--- src/rtl/dacq_pkg.sv ---
package dacq_pkg;
  localparam int DAC_CH = 4;
  localparam int IDX_W  = $clog2(DAC_CH);

  typedef struct packed {
    logic [DAC_CH-1:0] holdWe;
    logic              commit;
    logic              rdValid;
    logic [IDX_W-1:0]  rdIdx;
  } dacq_strobe_t;
endpackage

--- src/rtl/dacq_ctrl.sv ---
module dacq_ctrl
  import dacq_pkg::*;
#(
  parameter int ADDR_W = 16,
  parameter logic [ADDR_W-1:0] BASE_ADDR = '0
) (
  input  logic              ioSel,
  input  logic              ioWr,
  input  logic [ADDR_W-1:0] ioAddr,
  output dacq_strobe_t      strb
);
  localparam logic [ADDR_W-1:0] XFER_OFS = ADDR_W'(DAC_CH);

  logic [ADDR_W-1:0] offset;
  logic              inWindow;
  logic              wrAct;
  logic [DAC_CH-1:0] holdHit;

  assign offset   = ioAddr - BASE_ADDR;
  assign inWindow = (ioAddr >= BASE_ADDR) && (offset <= XFER_OFS);
  assign wrAct    = ioSel && ioWr && inWindow;

  // One-hot staging write enable, one decode per channel
  for (genvar k = 0; k < DAC_CH; k++) begin : g_hit
    assign holdHit[k] = wrAct && (offset == ADDR_W'(k));
  end

  always_comb begin
    strb.holdWe  = holdHit;
    strb.commit  = wrAct && (offset == XFER_OFS);
    strb.rdValid = ioSel && !ioWr && inWindow && (offset < XFER_OFS);
    strb.rdIdx   = offset[IDX_W-1:0];
  end
endmodule

--- src/rtl/dacq_datapath.sv ---
module dacq_datapath
  import dacq_pkg::*;
#(
  parameter int BUS_W = 16,
  parameter int CH_W  = 12
) (
  input  logic                     clk,
  input  logic                     rst_n,
  input  dacq_strobe_t             strb,
  input  logic [BUS_W-1:0]         wrData,
  output logic [DAC_CH*CH_W-1:0]   holdFlat,
  output logic [DAC_CH*CH_W-1:0]   dacCode,
  output logic [BUS_W-1:0]         rdData
);
  logic [CH_W-1:0] holdReg [DAC_CH];
  logic [CH_W-1:0] outReg  [DAC_CH];
  logic            unusedHiBits;

  assign unusedHiBits = ^wrData[BUS_W-1:CH_W];

  for (genvar ch = 0; ch < DAC_CH; ch++) begin : g_ch
    always_ff @(posedge clk or negedge rst_n) begin
      if (!rst_n)                holdReg[ch] <= '0;
      else if (strb.holdWe[ch])  holdReg[ch] <= wrData[CH_W-1:0];
    end

    always_ff @(posedge clk or negedge rst_n) begin
      if (!rst_n)           outReg[ch] <= '0;
      else if (strb.commit) outReg[ch] <= holdReg[ch];
    end

    assign holdFlat[ch*CH_W +: CH_W] = holdReg[ch];
    assign dacCode[ch*CH_W +: CH_W]  = outReg[ch];
  end

  always_comb begin
    rdData = '0;
    if (strb.rdValid) rdData[CH_W-1:0] = holdReg[strb.rdIdx];
  end
endmodule

--- src/rtl/dac_quad_stage.sv ---
module dac_quad_stage
  import dacq_pkg::*;
#(
  parameter int ADDR_W = 16,
  parameter int BUS_W  = 16,
  parameter int CH_W   = 12,
  parameter logic [ADDR_W-1:0] BASE_ADDR = '0
) (
  input  logic                   clk,
  input  logic                   rst_n,
  input  logic                   ioSel,
  input  logic                   ioWr,
  input  logic [ADDR_W-1:0]      ioAddr,
  input  logic [BUS_W-1:0]       ioWrData,
  output logic [BUS_W-1:0]       ioRdData,
  output logic [DAC_CH*CH_W-1:0] dacCode
);
  dacq_strobe_t            strb;
  logic [DAC_CH*CH_W-1:0]  holdFlat;

  dacq_ctrl #(.ADDR_W(ADDR_W), .BASE_ADDR(BASE_ADDR)) u_ctrl (
    .ioSel (ioSel),
    .ioWr  (ioWr),
    .ioAddr(ioAddr),
    .strb  (strb)
  );

  dacq_datapath #(.BUS_W(BUS_W), .CH_W(CH_W)) u_dp (
    .clk     (clk),
    .rst_n   (rst_n),
    .strb    (strb),
    .wrData  (ioWrData),
    .holdFlat(holdFlat),
    .dacCode (dacCode),
    .rdData  (ioRdData)
  );
endmodule

--- config.mk ---
export PLATFORM = sky130hd
export DESIGN_NAME = dac_quad_stage
export DESIGN_NICKNAME = d
export VERILOG_FILES = /design/src/rtl/dacq_pkg.sv /design/src/rtl/dacq_ctrl.sv /design/src/rtl/dacq_datapath.sv /design/src/rtl/dac_quad_stage.sv
export SDC_FILE = /design/constraint.sdc
export NUM_CORES = 1
export LEC_CHECK = 0
export BUFFER_PORTS_ARGS = -buffer_cell sky130_fd_sc_hd__buf_2
export CAP_MARGIN = 20
export CORE_ASPECT_RATIO = 0.8
export CORE_MARGIN = 5
export CORE_UTILIZATION = 48
export CTS_CLUSTER_SIZE = 28
export DETAILED_ROUTE_END_ITERATION = 12
export PLACE_DENSITY = 0.72
export SLEW_MARGIN = 20
export SYNTH_ARGS = -nofsm -noshare
export SYNTH_HDL_FRONTEND = slang
export SYNTH_HIERARCHICAL = 1
export SYNTH_SLANG_ARGS = --single-unit
--- constraint.sdc ---
create_clock -name clk -period 1.1 [get_ports clk]
set_input_delay 0 -clock clk [delete_from_list [all_inputs] [get_ports clk]]
set_output_delay 0 -clock clk [all_outputs]
set_load 0.05 [all_outputs]
# After elaboration in Yosys (flattened, before gate mapping)
# Cells that the tools add are included.
totals:
  inputBits: 36
  latch_bits: 0
  mem_bits_ro: 0
  ram_bits: 0
  mem_count: 0
  out_inout_bits: 64
  reg_bits: 96
  elab_cells: 34
classes:
  n_addsub: 0
  shift: 0
  muxes: 4
  n_reduce_logical: 13
  order_cmp: 4
  n_eq_ne: 4
  multipliers: 0
  n_bitwise: 1
  n_div: 0
op_table:
  columns: ["cell", "n"]
  rows:
  - ["$mux 12", 3]
  - ["$eq 16x2->1 const B", 2]
  - ["$bmux 12 s2", 1]
  - ["$eq 16x1->1 const B", 1]
  - ["$eq 16x3->1 const B", 1]
  - ["$ge 16x1->1 const B", 1]
  - ["$le 16x3->1 const B", 1]
  - ["$logic_not 16->1", 1]
  - ["$lt 16x3->1 const B", 1]
  - ["$logic_and 1x1->1", 11]
  - ["$ge 3x3->1 const B", 1]
  - ["$not 2->3", 1]
  - ["$logic_not 1->1", 1]

# Depth between registers and ports, before layout
# Gate-level depths: netlist (run 1).
depth:
  word_depth: 5
  mapped_depth: 6
  depth_no_buf: 5

# By module
# The synthesis (run 1) kept the hierarchy.
modules_own_cells:
  columns: ["module", "area_per_inst_um2", "cells_each", "seq_area_each_um2", "instances"]
  rows:
  - ["dacq_datapath", 4018.9, 249, 2402.3, 1]
  - ["dacq_ctrl", 160.2, 17, 0.0, 1]

# Least setup slack after synthesis (run 1)
# OpenSTA, ideal clock, no wires.
synth_timing:
  kind: "input -> output"
  from: "input port ioAddr[14]"
  to: "output port ioRdData[1]"
  path_slack_ns: -0.681
  path_buffers: 1
  cell_stages: 6
  arrival_ns: 1.781
  path_cell_list: "nor4_2 -> nand4_1 -> nor3_1 -> nand2b_1 -> clkbuf_1 -> o22ai_1"
synth_rtl:
  columns: ["element", "line", "text"]
  rows:
  - ["start: declaration", "dac_quad_stage.sv:13", "input logic [ADDR_W-1:0] ioAddr,"]
  - ["end: declaration", "dac_quad_stage.sv:15", "output logic [BUS_W-1:0] ioRdData,"]

==> results of run 1 <==
==> synth_stat cells (all sizes together) <==
library cell  number
dfrtp             96
nor3               2
conb               1
nand2              3
clkbuf             2
nor4               3
nor3b              2
nand2b             1
buf               18
nand4              2
nor2               2
mux2i             24
nor4b              2
o22ai             12
mux2              96
==> final cells by class <==
cell class	count	area share, %
clock buffer	12	2.48
clock inverter	4	0.820
multi-input combinational	153	35.1
sequential	96	38.4
tap	112	2.24
timing repair buffer	146	21.0
==> power groups by stage <==
stage               sequential (mW)  clock [mW]  combinational (mW)
floorplan                      3.60           0               0.110
global placement               3.60           0               0.312
detailed placement             3.60           0               0.318
CTS                            3.53        2.45               0.376
global route                   3.53        2.59               0.417
finish                         3.53        2.41               0.383
==> how the worst max path moves through the flow <==
stage	end	slack [ps]	depth (start not counted)
finish	u_dp/dacCode[14]	-460	9
global route	ioRdData[6]	-520	9
CTS	ioRdData[10]	-430	8
detailed placement	u_dp/dacCode[44]	-740	6
global placement	u_dp/dacCode[39]	-640	6
floorplan	u_dp/dacCode[0]	-450	6
==> metal layers <==
layer | track usage [%] | wire, um | share of wire, % | vias up
li1 | - | - | - | 1237
met1 | 28.0 | 4950 | 45 | 1431
met2 | 33.5 | 5380 | 49 | 88
met3 | 3.56 | 479 | 4.4 | 14
met4 | 5.04 | 149 | 1.4 | 0
met5 | 0 | 0 | 0 | -
==> per-stage QoR <==
stage                     utilization, %  cells  setup slack (ps)
after floorplan                        -    269              -446
after global placement              62.3    479              -637
after detailed placement            62.3    479              -735
after CTS                           72.2    519              -434
after global routing                73.8    523              -518
final                               73.8    523              -464
==> critical path: cells and delay by family <==
family / cells / cell delay (ps)
mux: 1 / 290
simple gates: 3 / 750
buf+inv: 5 / 770
==> flip-flops by register name, indices dropped and copies added (netlist names) <==
signal         cells
u_dp/holdFlat     48
u_dp/dacCode      48
==> logic make-up (layout without fill, tap and decap cells) <==
logic type | after synthesis | after routing | synth area share [%]
buffers and inverters | 20 | 162 | 3.50
AO/OA/AOI/OAI | 12 | 12 | 1.80
AND/OR/NAND/NOR | 17 | 17 | 3.71
flip-flops | 96 | 96 | 57.5
multiplexers | 120 | 120 | 33.4
other | 1 | 4 | 0.0897
==> what timing repair did <==
action,CTS,global route
setup buffers,9,4
gates resized for setup,95,11
setup endpoints to repair,97,108
hold buffers,13,0
cloned,4,3
hold endpoints to repair,144,0
pin swaps,8,11
==> results.json, run 1 <==
{
  "slowest_delay_ps": 290,
  "cts.sinks": 96,
  "slowest_stage": "nor4_4",
  "total_power_mw": 6.32,
  "finalHoldViolCount": 0,
  "ff2ff_setup_slack_ps": 280,
  "avgSynthCellArea_sq_um": 15.7,
  "ir_drop_mv": 0.697,
  "floorplan.initialDensity_pct": 49.3,
  "dieHeight_um": 93.5,
  "vias": 2770,
  "numCtsBuffers": 9,
  "critPathKind": "input port to flop",
  "first_pass_iters": 4,
  "cts.clk_slew.worst_paths_ps": 100,
  "tns_ps": -32440,
  "critPathArrivalTime_ps": 1820,
  "dp_hpwl_mm": 6.87,
  "post_drt_via_cell_ratio": 5.30,
  "root_buffer": "clkbuf_8",
  "violations": "negative setup slack",
  "p_switching_mw": 1.45,
  "swShare_pct": 22.9,
  "hold_class": "input port to asynchronous set/reset pin",
  "multi_input_area_sq_um": 2190,
  "stdcell_area_sq_um": 6260,
  "synth_seq_cells": 96,
  "rsz0062_at_grt": "yes",
  "synth_warnings": 6,
  "cp-start-kind": "input port",
  "row_count": 30,
  "status": "finished with violations",
  "yosysTopAreaCell": "dfrtp_1",
  "drv_cap": 0,
  "yosys.area.top_type_share_pct": 57.5,
  "p_per_area_nw_per_um2": 1010,
  "nets": 442,
  "ant_nets": 0,
  "final_cell_mix": "96 x mux2_4, 96 x dfrtp_1, 72 x buf_2",
  "min_period_over_period_pct": 142,
  "cts_buffer_depth": 2,
  "die_w_um": 114,
  "r2r_end": "u_dp/dacCode[37]",
  "place.gp.congestion": 0.752,
  "combinationalPowerShare_pct": 6.1,
  "drive_above_1_share_pct": 65.5,
  "die_area_sq_um": 10700,
  "regArea_sq_um": 2400,
  "grt_start_max_net_pins": 27,
  "cp-end-kind": "flop",
  "crit_required_ps": 1350,
  "grt_pass1_vias": 2947,
  "drt-total-wl_mm": 11.0,
  "nFillCells": 536,
  "seqPwrFrac_pct": 55.8,
  "p_int_mw": 4.87,
  "p_leak_nw": 3.11,
  "skew_ps": 8.49,
  "syn_to_final_growth_pct": 49.7,
  "antenna_found_initial": 0,
  "ys_seq_area_share_pct": 57.5,
  "synth.cell_area_sq_um": 4180,
  "cts_htree_levels": 3,
  "core_area_sq_um": 8480,
  "layout_setup_ws_ps": -464,
  "clock_latency_ps": 360,
  "yosysUniqueCellTypes": 20,
  "max_freq_ghz": 0.640,
  "cp_cell_sequence": "buf_6 > nor4_4 > nand4_1 > buf_4 > nor4_4 > buf_6 > buf_8 > clkbuf_16 > mux2_4",
  "io_pins": 100,
  "netlist_instances": 266,
  "r2r_cells": 1,
  "diodes": 0,
  "cts_tree": "built",
  "crit_path_start": "ioAddr[15]",
  "ys_top_cells_by_area": "dfrtp_1 57%, mux2_2 20%, mux2_4 7.2%",
  "p_clk_share_pct": 38.1,
  "grt_use_total_pct": 20.3,
  "reg2reg_from": "u_dp/holdFlat[37]",
  "wl_per_cell_um": 21.0,
  "dpl_cell_area_sq_um": 5290,
  "drv_slew": 0,
  "drt_iter0_drc": 115,
  "cp_max_fo": 6,
  "route.detailed.drc": 0,
  "gr-total-overflow": 0,
  "port_buffers": 91,
  "setup_viol": 106,
  "grt_first_pass_wirelength_mm": 16.8,
  "whs_ps": 35.4,
  "min_period_ps": 1560
}
No activity file was read; power rests on OpenSTA's default activity.
==> run 2: changes to the inputs <==
--- a/config.mk
+++ b/config.mk
@@ -7,12 +7,14 @@
 export LEC_CHECK = 0
 export BUFFER_PORTS_ARGS = -buffer_cell sky130_fd_sc_hd__buf_2
 export CAP_MARGIN = 20
+export CELL_PAD_IN_SITES_DETAIL_PLACEMENT = 1
+export CELL_PAD_IN_SITES_GLOBAL_PLACEMENT = 1
 export CORE_ASPECT_RATIO = 0.8
 export CORE_MARGIN = 5
-export CORE_UTILIZATION = 48
+export CORE_UTILIZATION = 39
 export CTS_CLUSTER_SIZE = 28
 export DETAILED_ROUTE_END_ITERATION = 12
-export PLACE_DENSITY = 0.72
+export PLACE_DENSITY = 0.71
 export SLEW_MARGIN = 20
 export SYNTH_ARGS = -nofsm -noshare
 export SYNTH_HDL_FRONTEND = slang
==> results.json, run 2 (same netlist as run 1, synthesis figures left out) <==
{
  "route.detailed.drc": 0,
  "fin_util_pct": 60.8,
  "row_count": 33,
  "syn_to_final_growth_pct": 50.7,
  "crit_required_ps": 1100,
  "drv_slew": 0,
  "status": "finished with violations",
  "drt-total-wl_mm": 13.0,
  "dieHeight_um": 103,
  "numCtsBuffers": 9,
  "finalHoldViolCount": 0,
  "drv_cap": 0,
  "drive_above_1_share_pct": 65.9,
  "min_period_ps": 1570,
  "hold_class": "input port to asynchronous set/reset pin",
  "min_period_over_period_pct": 143,
  "reg2reg_from": "u_dp/holdFlat[4]",
  "die_area_sq_um": 12900,
  "io_pins": 100,
  "wl_per_cell_um": 23.4,
  "floorplan.initialDensity_pct": 40.3,
  "p_per_area_nw_per_um2": 1160,
  "antenna_found_initial": 0,
  "max_freq_ghz": 0.638,
  "cts_htree_levels": 3,
  "cts_tree": "built",
  "mostFrequentLayoutCell": "dfrtp_1",
  "core_area_sq_um": 10400,
  "skew_ps": 4.86,
  "ant_nets": 0,
  "vias": 2814,
  "diodes": 0,
  "cp_num_buf_inv": 4,
  "cts.clk_slew.worst_paths_ps": 70,
  "drt_iter0_drc": 74,
  "critPathArrivalTime_ps": 1570,
  "cts_buffer_depth": 2,
  "critPathKind": "input port to output pin",
  "cp-end-kind": "output pin",
  "first_pass_iters": 4,
  "slowest_stage": "nor4_4",
  "dp_hpwl_mm": 7.47,
  "gr-total-overflow": 0,
  "total_power_mw": 7.28,
  "clock_latency_ps": 340,
  "grt_use_total_pct": 21.0,
  "place.gp.congestion": 0.740,
  "rsz0062_at_grt": "yes",
  "crit_path_start": "ioAddr[8]",
  "violations": "negative setup slack",
  "setup_viol": 108,
  "nets": 448,
  "layout_setup_ws_ps": -469,
  "p_leak_nw": 3.12,
  "cp-start-kind": "input port",
  "cp_max_fo": 6,
  "grt_first_pass_wirelength_mm": 20.4,
  "root_buffer": "clkbuf_16",
  "grt_pass1_vias": 3366,
  "cts.sinks": 96,
  "final_cell_mix": "96 x dfrtp_1, 77 x mux2_4, 74 x buf_2",
  "grt_start_max_net_pins": 33,
  "cp_common_cell": "buf_6",
  "cp_cell_sequence": "buf_6 > nor4_4 > nand4_1 > nor3_2 > buf_4 > nand2b_4 > buf_12 > o22ai_4 > buf_6",
  "die_w_um": 126,
  "ir_drop_mv": 0.851,
  "slowest_delay_ps": 320,
  "post_drt_via_cell_ratio": 5.05,
  "port_buffers": 91,
  "crit_family": "simple AND/OR/NAND/NOR gates"
}
==> run 2: cell types whose count changed in the layout (fill, tap and decap cells not counted), moves of 2 or more <==
| cell | before | now |
|---|---|---|
| buf_16 | 3 | 5 |
| clkbuf_16 | 3 | 9 |
| buf_2 | 72 | 74 |
| buf_4 | 14 | 26 |
| mux2_4 | 96 | 77 |
| buf_6 | 29 | 23 |
| mux2_2 | 0 | 19 |
| clkbuf_8 | 11 | 0 |
==> run 2: area by class of cell <==
| class | instances | area (sq um) |
|---|---|---|
| Fill cell | 979 | 4060 |
| Sequential cell | 96 | 2400 |
| Multi-Input combinational cell | 153 | 2090 |
| Timing Repair Buffer | 152 | 1310 |
| Clock buffer | 10 | 229 |
| Tap cell | 140 | 175 |
| Clock inverter | 6 | 92.6 |
==> run 2: final timing paths <==
kind | to | slack [ps] | depth (start not counted)
max | ioRdData[10] | -470 | 9
min | u_dp/dacCode[9] | 120 | 2
max reg2reg | u_dp/holdFlat[4] | 190 | 2
min reg2reg | u_dp/dacCode[47] | 500 | 1
max in group asynchronous | u_dp/holdFlat[13] | 460 | 3
min in group clk | u_dp/holdFlat[27] | 380 | 4
==> run 2: layer usage <==
layer	share of wire (%)	up-vias	track usage (%)	routed length, um
li1	-	1257	-	-
met4	1.6	0	7.09	211
met2	53	75	38.0	6860
met1	42	1464	25.4	5410
met3	4.0	18	4.56	522
met5	0	-	0	0
==> run 2: worst register-to-register path: stages (launching register included) <==
cell     delay (ps)
dfrtp_1         390
buf_4           150
mux2_4          260
==> run 2: where the power goes <==
| group | switching (mW) | internal, mW | total [mW] |
|---|---|---|---|
| Sequential | 0.000304 | 3.53 | 3.53 |
| Clock | 1.37 | 2.01 | 3.38 |
| Combinational | 0.222 | 0.155 | 0.377 |
==> run 2: per-stage QoR <==
stage / hold slack, ps / std cells / area [sq um] / setup TNS [ps] / setup slack, ps
floorplan: -296 / 269 / 4580 / -35510 / -446
global placement: -45.4 / 508 / 5290 / -60700 / -646
detailed placement: -39.9 / 508 / 5290 / -70350 / -749
CTS: 137 / 558 / 6340 / -36060 / -502
global route: 154 / 557 / 6300 / -42820 / -546
finish: 119 / 557 / 6300 / -37230 / -469
==> run 2: repair_timing <==
action,CTS,global route
pin swaps,8,6
buffers inserted,13,5
hold endpoints to repair,144,0
setup endpoints to repair,108,108
resized for setup,78,5
hold buffers,13,0
cloned,8,0
==> run 3: changes to the inputs <==
--- a/config.mk
+++ b/config.mk
@@ -5,16 +5,17 @@
 export SDC_FILE = /design/constraint.sdc
 export NUM_CORES = 1
 export LEC_CHECK = 0
+export ABC_AREA = 1
 export BUFFER_PORTS_ARGS = -buffer_cell sky130_fd_sc_hd__buf_2
 export CAP_MARGIN = 20
 export CELL_PAD_IN_SITES_DETAIL_PLACEMENT = 1
 export CELL_PAD_IN_SITES_GLOBAL_PLACEMENT = 1
 export CORE_ASPECT_RATIO = 0.8
 export CORE_MARGIN = 5
-export CORE_UTILIZATION = 39
+export CORE_UTILIZATION = 36
 export CTS_CLUSTER_SIZE = 28
 export DETAILED_ROUTE_END_ITERATION = 12
-export PLACE_DENSITY = 0.71
+export PLACE_DENSITY = 0.72
 export SLEW_MARGIN = 20
 export SYNTH_ARGS = -nofsm -noshare
 export SYNTH_HDL_FRONTEND = slang
==> results.json, run 3 <==
{
  "status": "finished with violations",
  "violations": "negative setup slack",
  "cts_tree": "built",
  "port_buffers": 91,
  "p_clk_share_pct": 45.7,
  "route.detailed.drc": 0,
  "cts_htree_levels": 3,
  "p_int_mw": 5.74,
  "min_period_over_period_pct": 119,
  "clock_latency_ps": 350,
  "synth.most_common_cell": "nand2_1",
  "final_cell_mix": "96 x dfrtp_1, 71 x buf_2, 53 x nor2_1",
  "grt_use_total_pct": 20.2,
  "ys_top_cells_by_area": "dfrtp_1 56%, nand2_1 9.2%, a21oi_1 6.4%",
  "io_pins": 100,
  "rsz0062_at_grt": "yes",
  "setup_viol": 54,
  "cts_buffer_depth": 2,
  "floorplan.initialDensity_pct": 36.8,
  "r2r_end": "u_dp/holdFlat[31]",
  "skew_ps": 7.25,
  "yosys.area.top_type_share_pct": 56.5,
  "drive_above_1_share_pct": 50.8,
  "hold_class": "input port to asynchronous set/reset pin",
  "wl_per_cell_um": 21.0,
  "yosysTopAreaCell": "dfrtp_1",
  "antenna_found_initial": 0,
  "layout_setup_ws_ps": -211,
  "crit_required_ps": 1100,
  "nFillCells": 1323,
  "ys_async_sr_fraction_pct": 100,
  "synth_xor_area_share_pct": 0,
  "p_switching_mw": 1.72,
  "r2r_cells": 3,
  "yosys.area_share.simple_pct": 19.4,
  "cp-end-kind": "output pin",
  "synthAdderAreaFrac_pct": 0,
  "drv_cap": 0,
  "synth.cell_area_sq_um": 4250,
  "cp_max_fo": 2,
  "synthMuxAreaShare_pct": 0,
  "vias": 4021,
  "place.gp.congestion": 0.796,
  "synthFlopType": "dfrtp_1",
  "dp_hpwl_mm": 9.76,
  "fin_util_pct": 56.5,
  "die_w_um": 132,
  "grt_pass1_vias": 4004,
  "row_count": 35,
  "netlist_instances": 495,
  "synth_common_cells": "104 x nand2_1, 96 x dfrtp_1, 60 x nor2_1, 55 x inv_1, 54 x a21oi_1",
  "reg2reg_from": "u_dp/holdFlat[31]",
  "ant_nets": 0,
  "drv_slew": 0,
  "cts.clk_slew.worst_paths_ps": 70,
  "yosysUniqueCellTypes": 21,
  "diodes": 0,
  "core_area_sq_um": 11600,
  "dieHeight_um": 107,
  "first_pass_iters": 6,
  "critPathKind": "flop to output pin",
  "numCtsBuffers": 9,
  "synth_compound_area_share_pct": 13.7,
  "synth_seq_cells": 96,
  "multi_input_area_sq_um": 1960,
  "root_buffer": "clkbuf_16",
  "ys_seq_area_share_pct": 56.5,
  "combinationalPowerShare_pct": 7.0,
  "mostFrequentLayoutCell": "dfrtp_1",
  "drt_iter0_drc": 218,
  "ir_drop_mv": 0.756,
  "grt_start_max_net_pins": 41,
  "die_area_sq_um": 14100,
  "pre_cts_slack_ps": -301,
  "synth_edf_count": 0,
  "syn_to_final_growth_pct": 53.5,
  "synth_warnings": 6,
  "post_drt_via_cell_ratio": 5.05,
  "gr-total-overflow": 0,
  "seqPwrFrac_pct": 47.3,
  "nets": 679,
  "cts.sinks": 96,
  "swShare_pct": 23.1,
  "min_period_ps": 1310,
  "ff2ff_setup_slack_ps": 210,
  "p_leak_nw": 3.24,
  "drt-total-wl_mm": 16.7,
  "critPathArrivalTime_ps": 1310,
  "p_per_area_nw_per_um2": 1140,
  "max_freq_ghz": 0.763,
  "avgSynthCellArea_sq_um": 8.59,
  "grt_first_pass_wirelength_mm": 22.3,
  "cp-start-kind": "flop",
  "finalHoldViolCount": 0,
  "regArea_sq_um": 2400,
  "synth_top_family_by_area": "simple AND/OR/NAND/NOR gates"
}
run 3: cell types whose count changed after synthesis, moves of 20 or more:
cell and change:
nand2_1 +101, a21oi_1 +54, inv_1 +55, o21ai_0 +48, nand3_1 +28, nor2_1 +58, mux2i_1 -24, mux2_2 -76
mux2_4 -20
run 3: per-stage QoR:
stage          cells  TNS (ps)  instance area, sq um  hold slack, ps  total power, mW
4_1_cts          781     -1840                  5990            83.2             7.45
2_1_floorplan    498     -1930                  4380            -296             3.77
5_1_grt          796     -9070                  6530             109             7.71
6_report         796     -3690                  6530            78.8             7.46
3_5_place_dp     745    -21790                  5210           -84.1             3.99
3_3_place_gp     745    -17370                  5210           -91.7             3.98
run 3: how the worst max path moves through the flow:
stage	startpoint	endpoint	slack (ps)	cells after the start
finish	u_dp/holdFlat[14]	ioRdData[2]	-210	5
floorplan	ioAddr[3]	ioRdData[10]	-60	7
detailed placement	ioAddr[3]	u_dp/holdFlat[6]	-300	8
CTS	u_dp/holdFlat[26]	ioRdData[2]	-160	5
global route	u_dp/holdFlat[44]	ioRdData[8]	-260	5
global placement	ioAddr[3]	ioRdData[0]	-250	9
run 3: critical path, cell delays in order, from the launching register on:
cell and delay [ps]:
dfrtp_1 340, inv_1 70, nand2_1 80, nand3_1 140, a21oi_4 170, buf_6 170
run 3: cell type report:
class | instances | share of cell area, %
Inverter | 57 | 3.58
Multi-Input combinational cell | 312 | 30.0
Timing Repair Buffer | 167 | 21.8
Clock buffer | 13 | 4.29
Sequential cell | 96 | 36.8
Tap cell | 148 | 2.84
Clock inverter | 3 | 0.709
run 3: power by group through the flow:
stage	Sequential (mW)	Clock (mW)	Combinational, mW
2_1_floorplan	3.60	0	0.168
5_1_grt	3.53	3.63	0.557
3_3_place_gp	3.60	0	0.385
3_5_place_dp	3.60	0	0.393
4_1_cts	3.53	3.46	0.463
6_report	3.53	3.41	0.520
run 3: per-layer routing:
layer	GRT usage, %	share of wire, %	up-vias
met2	32.3	51	123
li1	-	-	1852
met4	5.58	2.0	0
met1	27.5	41	2017
met5	0	0	-
met3	4.74	5.7	29
run 3: kinds of logic after synthesis:
group | Yosys count
other cells | 1
flops | 96
buf+inv | 90
simple gates | 198
compound gates | 110
run 3: timing repair:
action	CTS	global route
setup endpoints to repair	12	52
hold buffers	13	0
cloned	0	10
hold endpoints to repair	139	0
gates resized for setup	102	144
buffers inserted	7	6
pin swaps	22	29
